`src/rtl/pcd_pkg.sv`:
```
package pcd_pkg;
  localparam int unsigned STRAP_W = 2;
  localparam int unsigned IDX_W   = 2 * STRAP_W;
  localparam int unsigned RATIO_W = 6;

  function automatic logic [RATIO_W-1:0] ratio_lookup(input logic alt, input logic [IDX_W-1:0] idx);
    logic [RATIO_W-1:0] r;
    case ({alt, idx})
      5'd0:  r = 6'd1;   5'd1:  r = 6'd2;   5'd2:  r = 6'd3;   5'd3:  r = 6'd4;
      5'd4:  r = 6'd5;   5'd5:  r = 6'd6;   5'd6:  r = 6'd8;   5'd7:  r = 6'd9;
      5'd8:  r = 6'd10;  5'd9:  r = 6'd12;  5'd10: r = 6'd15;  5'd11: r = 6'd16;
      5'd12: r = 6'd18;  5'd13: r = 6'd24;  5'd14: r = 6'd30;  5'd15: r = 6'd32;
      5'd16: r = 6'd7;   5'd17: r = 6'd11;  5'd18: r = 6'd13;  5'd19: r = 6'd14;
      5'd20: r = 6'd17;  5'd21: r = 6'd19;  5'd22: r = 6'd20;  5'd23: r = 6'd21;
      5'd24: r = 6'd22;  5'd25: r = 6'd23;  5'd26: r = 6'd25;  5'd27: r = 6'd26;
      5'd28: r = 6'd27;  5'd29: r = 6'd28;  5'd30: r = 6'd29;  default: r = 6'd31;
    endcase
    return r;
  endfunction
endpackage

```
`src/rtl/pcd_cfg.sv`:
```
module pcd_cfg
  import pcd_pkg::*;
(
  input  logic               clk_i,
  input  logic               rst_ni,
  input  logic               sync_i,
  input  logic [STRAP_W-1:0] strap_lo_i,
  input  logic [STRAP_W-1:0] strap_hi_i,
  input  logic               table_sel_i,
  output logic [RATIO_W-1:0] ratio_o
);
  logic [RATIO_W-1:0] ratio_q;

  // configuration captured only while sync is held
  always_ff @(posedge clk_i or negedge rst_ni) begin
    if (!rst_ni)     ratio_q <= RATIO_W'(2);
    else if (sync_i) ratio_q <= ratio_lookup(table_sel_i, {strap_hi_i, strap_lo_i});
  end

  assign ratio_o = ratio_q;

  a_r1_ratio_valid: assert property (@(posedge clk_i) disable iff (!rst_ni)
    (ratio_q != '0) && (ratio_q <= RATIO_W'(32)));

  a_r9_cfg_held: assert property (@(posedge clk_i) disable iff (!rst_ni)
    !sync_i |=> $stable(ratio_q));
endmodule

```
`src/rtl/pcd_core.sv`:
```
module pcd_core
  import pcd_pkg::*;
#(
  parameter int unsigned PHASE_W = 4
) (
  input  logic               clk_i,
  input  logic               rst_ni,
  input  logic               sync_i,
  input  logic [PHASE_W-1:0] phase_i,
  input  logic [RATIO_W-1:0] ratio_i,
  output logic               div_o,
  output logic               run_o
);
  logic               armed_q, run_q, div_q;
  logic [PHASE_W-1:0] dly_q;
  logic [RATIO_W-1:0] cnt_q;
  logic [RATIO_W-1:0] hi_len;
  logic               wrap;

  assign hi_len = ratio_i >> 1;
  assign wrap   = (cnt_q == ratio_i - RATIO_W'(1));

  always_ff @(posedge clk_i or negedge rst_ni) begin
    if (!rst_ni) begin
      armed_q <= 1'b0;
      run_q   <= 1'b0;
      div_q   <= 1'b0;
      dly_q   <= '0;
      cnt_q   <= '0;
    end else if (sync_i) begin
      armed_q <= 1'b1;
      run_q   <= 1'b0;
      div_q   <= 1'b0;
      dly_q   <= phase_i;
      cnt_q   <= '0;
    end else if (armed_q) begin
      run_q <= 1'b1;
      if (dly_q != '0) begin
        dly_q <= dly_q - PHASE_W'(1);
        div_q <= 1'b0;
      end else begin
        div_q <= (cnt_q < hi_len);
        cnt_q <= wrap ? '0 : cnt_q + RATIO_W'(1);
      end
    end
  end

  assign div_o = div_q;
  assign run_o = run_q;

  a_r7_sync_clears: assert property (@(posedge clk_i) disable iff (!rst_ni)
    sync_i |=> (!div_q && !run_q && cnt_q == '0));

  a_r5_low_while_wait: assert property (@(posedge clk_i) disable iff (!rst_ni)
    (!sync_i && dly_q != '0) |=> !div_q);

  a_r3_cnt_in_range: assert property (@(posedge clk_i) disable iff (!rst_ni)
    run_q |-> (cnt_q < ratio_i));

  a_r10_run_holds: assert property (@(posedge clk_i) disable iff (!rst_ni)
    (run_q && !sync_i) |=> run_q);
endmodule

```
`src/rtl/pcd_bypass.sv`:
```
module pcd_bypass
  import pcd_pkg::*;
(
  input  logic               clk_i,
  input  logic               rst_ni,
  input  logic               run_i,
  input  logic [RATIO_W-1:0] ratio_i,
  output logic               clk_o
);
  logic en_q;

  // enable changes while clk_i is low, so the AND cannot glitch
  always_ff @(negedge clk_i or negedge rst_ni) begin
    if (!rst_ni) en_q <= 1'b0;
    else         en_q <= run_i && (ratio_i == RATIO_W'(1));
  end

  assign clk_o = clk_i & en_q;

  a_r8_gate_needs_run: assert property (@(posedge clk_i) disable iff (!rst_ni)
    en_q |-> (run_i && ratio_i == RATIO_W'(1)));
endmodule

```
`src/rtl/phase_clk_div.sv`:
```
module phase_clk_div
  import pcd_pkg::*;
#(
  parameter int unsigned PHASE_W = 4
) (
  input  logic               clk_i,
  input  logic               rst_ni,
  input  logic               sync_i,
  input  logic [STRAP_W-1:0] strap_lo_i,
  input  logic [STRAP_W-1:0] strap_hi_i,
  input  logic               table_sel_i,
  input  logic [PHASE_W-1:0] phase_i,
  output logic               clk_o,
  output logic               running_o
);
  logic [RATIO_W-1:0] ratio;
  logic               div_clk, byp_clk, run;

  pcd_cfg i_cfg (
    .clk_i      (clk_i),
    .rst_ni     (rst_ni),
    .sync_i     (sync_i),
    .strap_lo_i (strap_lo_i),
    .strap_hi_i (strap_hi_i),
    .table_sel_i(table_sel_i),
    .ratio_o    (ratio)
  );

  pcd_core #(.PHASE_W(PHASE_W)) i_core (
    .clk_i  (clk_i),
    .rst_ni (rst_ni),
    .sync_i (sync_i),
    .phase_i(phase_i),
    .ratio_i(ratio),
    .div_o  (div_clk),
    .run_o  (run)
  );

  pcd_bypass i_bypass (
    .clk_i  (clk_i),
    .rst_ni (rst_ni),
    .run_i  (run),
    .ratio_i(ratio),
    .clk_o  (byp_clk)
  );

  // divider path is idle at ratio 1, so an OR replaces a clock mux
  assign clk_o     = byp_clk | div_clk;
  assign running_o = run;

  a_r11_reset_quiet: assert property (@(posedge clk_i) !rst_ni |-> (!running_o && !div_clk));
endmodule

```
`config.mk`:
```
export PLATFORM = sky130hd
export DESIGN_NAME = phase_clk_div
export DESIGN_NICKNAME = d
export VERILOG_FILES = /design/src/rtl/pcd_pkg.sv /design/src/rtl/pcd_cfg.sv /design/src/rtl/pcd_core.sv /design/src/rtl/pcd_bypass.sv /design/src/rtl/phase_clk_div.sv
export SDC_FILE = /design/constraint.sdc
export NUM_CORES = 1
export LEC_CHECK = 0
export BUFFER_PORTS_ARGS = -buffer_cell sky130_fd_sc_hd__buf_4
export CORE_MARGIN = 2
export CORE_UTILIZATION = 35
export DETAILED_ROUTE_END_ITERATION = 8
export SLEW_MARGIN = 40
export SYNTH_ARGS = -nofsm -noshare
export SYNTH_HDL_FRONTEND = slang
export SYNTH_SLANG_ARGS = --single-unit
```
`constraint.sdc`:
```
create_clock -name clk_i -period 3.13 [get_ports clk_i]
set_input_delay 0.1565 -clock clk_i [delete_from_list [all_inputs] [get_ports clk_i]]
set_output_delay 0.1565 -clock clk_i [all_outputs]
set_load 0.02 [all_outputs]
```
After elaboration in Yosys (flattened, before gate mapping). Memories as Yosys holds them, arrays and structs flattened. A register that Yosys moved wholly into a read port is not among the register bits. Cells that the tools add are included.

Mux-type cells: 12. Shift-type cells: 0. Magnitude comparators: 1. $mul: 0. Divide/modulo/power cells: 0. Add/sub/neg operators: 3. Equality and inequality tests: 3. Reduce and logical (&&, ||, !) cells: 7. Bitwise logic cells: 2.

Operators with widths (count): $mux W6 (4); $mux W4 (3); $add A6 B1 Y6 const B (1); $eq A6 B1 Y1 const B (1); $eq A6 B6 Y1 (1); $lt A6 B5 Y1 (1); $sub A6 B1 Y6 const B (1); $mux W1 (5); $reduce_and A2 Y1 (2); $reduce_bool A2 Y1 (2); $reduce_bool A4 Y1 (1); $sub A4 B1 Y4 const B (1); $ne A2 B2 Y1 const B (1); $and A1 B1 Y1 (1); $logic_and A1 B1 Y1 (1); $logic_not A1 Y1 (1); $or A1 B1 Y1 (1).

Register bits: 14. Memory bits (writable): 0. Input port bits: 12. Output and inout bits: 2. Memory bits (read-only): 192. Latch bits: 0. Memories: 1. Word-level logic and storage cells: 35.

Memory list: (no name shown) (depth 32, width 6, read ports 1, clocked after memory_dff 1, write ports 0, line pcd_pkg.sv:8) `case ({alt, idx})`.

Depth between registers and ports, before layout.
Depth after elaboration: 6. Mapped depth: 8. Depth with buffers taken out: 8.

Cells and area by module. Synthesis repeated with hierarchy kept, for this count alone.

Cells, all modules: 166. Area, all modules: 1569.0 um2.

Modules (own cells, without submodules): pcd_core (instances 1, area each 922.1 um2, sequential area each 325.3 um2, cells an instance 98); pcd_cfg (instances 1, area each 590.6 um2, sequential area each 151.4 um2, cells an instance 62); pcd_bypass (instances 1, area each 50.0 um2, sequential area each 25.0 um2, cells an instance 5); phase_clk_div (instances 1, area each 6.3 um2, sequential area each 0.0 um2, cells an instance 1).

==> metrics.yaml <==
cells_and_area:
  fillers: 406
  layout-drive-gt1-share_pct: 14.4
  area_delta_synth_final_pct: 17.2
  nets: 215
  multi_input_area_um2: 928
  seq_area_um2: 502
  finish.utilization_pct: 43.4
  n_antenna_cell: 0
  stdcell_area_mm2: 0.00177
timing:
  rsz0062_at_grt: "false"
  tns_ns: 0
  final-max-slew-violation-count: 0
  relSlewSlack_pct: 71.3
  hold_violations: 0
  fin_hold_ws_ns: 0.0402
  fin_skew_ns: 0.0279
  finalSetupViolCount: 0
  tightest_slew_ns: 0.430
critical_path:
  crit_family: "flip-flops"
  timing.critical_path.buf_inv: 1
  cp-start-kind: "register"
  critPathMaxStageDelay_ns: 0.33
  crit_type: "reg -> out"
  cp_data_arrival_time_ns: 2.59
  reg2reg_setup_slack_ns: 0.50
  critical_path_required_ns: 2.97
  crit_slowest_cell: "dfrtn_1"
  crit_fanout: 1
  crit_chain: "a21o_1, buf_4"
  crit_path_end_kind: "output pin"
power_and_ir_drop:
  p_leak_nw: 0.806
  peakVddDrop_uv: 136
  p_clk_share_pct: 36.5
  seqPwrFrac_pct: 40.3
  powerDensity_mw_per_mm2: 431
  combPwrFrac_pct: 23.2
  swShare_pct: 29.7
  switchingPower_mw: 0.227
  finalPower_mw: 0.764
  p_int_mw: 0.537
min_path:
  hp-class: "in -> reg"
drt:
  post_drt_wl_per_cell_um: 13.3
  first_pass_iters: 4
  wirelength_um: 3160
  num_vias: 1252
  initialDrtViolationCount: 58
  drc: 0
  viasPerCell: 5.26
  ant_nets: 0
clock_network:
  tritoncts: "done"
  cts.clk_slew.worst_paths_ns: 0.07
  post_cts.repair.setup_buffers: 0
  postCtsHoldBufs: 4
  cts_resized: 0
  insertion_delay_ns: 0.39
floorplanning:
  rows: 23
  core_area_mm2: 0.00409
  start_util_pct: 37.0
  ioPinCount: 14
  die_y_um: 69.7
  dieArea_mm2: 0.00486
  die_w_um: 69.7
synth:
  synth_cells: 171
  seq_area_frac_synth_pct: 33.2
  syn_area_per_cell_um2: 8.85
  synth_area_leader_cell: "dfrtp_1"
  ys.flop_type: "dfrtp_1"
  synthDistinctLibCells: 39
  ys_ff_latch: 20
  yosys.area.top_type_share_pct: 29.8
  ys_warn_count: 0
  synth.net_count: 197
  synthArstFlopShare_pct: 100
  synth_edf_count: 0
  ys_top_cells_by_count: "dfrtp_1 (18), o21ai_0 (18), inv_1 (15), nor2_1 (15)"
  synth_area_leaders: "dfrtp_1 (30%), ha_1 (12%), o21ai_0 (6.0%)"
  syn-cell-area_mm2: 0.00151
global_route:
  grt_pass1_vias: 1197
  grt_antenna_before_repair: 0
  grt_pass1_wl_um: 5530
  grt.total_usage_pct: 14.7
  grt-ovfl-total: 0
  grt_max_degree: 23
placement:
  post-dp-hpwl_um: 2350
  numPortBuffers: 13
  place_area_mm2: 0.00165
  gp_congestion: 0.747
flow_run:
  drv_cap: 0
run_status:
  outcome: "complete, no violations"
==> logic make-up after synthesis <==
| group | Yosys count | share of synthesized area, % |
|---|---|---|
| fa+ha+maj | 14 | 11.6 |
| compound gates | 45 | 19.6 |
| xor+xnor | 12 | 6.95 |
| flops | 20 | 33.2 |
| mux | 5 | 4.96 |
| simple gates | 53 | 18.3 |
| buf+inv | 22 | 5.46 |
==> worst paths after layout <==
check / to / depth (start not counted) / startpoint
max: clk_o / 2 / i_bypass.en_q
min: i_core.dly_q[3] / 3 / phase_i[3]
max reg2reg: i_bypass.en_q / 4 / i_cfg.ratio_o[1]
min reg2reg: i_core.div_o / 1 / i_core.div_o
max in group asynchronous: i_bypass.en_q / 2 / rst_ni
min in group asynchronous: i_core.cnt_q[4] / 2 / rst_ni
==> sequential cells by signal, indices dropped and copies added, names as in the netlist <==
signal          cells
i_core.run_o        1
i_core.cnt_q        6
i_core.div_o        1
i_core.armed_q      1
i_cfg.ratio_o       6
i_bypass.en_q       1
i_core.dly_q        4
==> through the flow <==
stage / cells / setup WS (ns)
global route: 238 / 0.333
CTS: 238 / 0.377
detailed placement: 227 / 0.483
finish: 238 / 0.383
floorplan: 171 / 0.532
global placement: 227 / 0.512
==> power groups by stage <==
stage               clock network [mW]  logic, mW  registers (mW)
global placement               0.00349      0.167           0.310
detailed placement             0.00349      0.174           0.312
global route                     0.306      0.202           0.311
floorplan                      0.00212      0.130           0.307
CTS                              0.289      0.178           0.307
finish                           0.279      0.177           0.308
==> worst min-delay path, delay by kind of cell <==
kind / cells / cell delay (ns)
and+or+nand+nor: 1 / 0.03
buffers and inverters: 1 / 0.08
AOI/OAI and AO/OA: 1 / 0.10
==> area by class of cell <==
cell class	count	area share (%)
inverter	15	3.18
sequential	20	28.3
multi-input combinational	129	52.4
timing repair buffer	16	7.34
clock buffer	8	5.29
tap	50	3.53
==> routing by layer <==
metal  wire length (um)  vias up  global-route usage (%)
met1               1450      598                    16.7
li1                   -      626                       -
met5                  0        -                       0
met3                 86        7                    4.36
met4                 46        0                    10.7
met2               1580       21                    23.5
==> cells in the final DEF, fill, tap and decap left out, drive strengths merged, types with 2 or more instances in the layout <==
| cell | n |
|---|---|
| nand3 | 3 |
| o2bb2ai | 2 |
| inv | 15 |
| nand2b | 5 |
| nor2 | 15 |
| dlygate4sd3 | 4 |
| nand2 | 14 |
| mux2i | 3 |
| o211ai | 3 |
| mux4 | 2 |
| clkbuf | 7 |
| buf | 13 |
| nor2b | 2 |
| ha | 14 |
| dfrtp | 18 |
| nor3 | 7 |
| xor2 | 5 |
| a21o | 4 |
| o21ai | 18 |
| a21oi | 10 |
| xnor2 | 7 |
(Power assumes the default switching activity.)
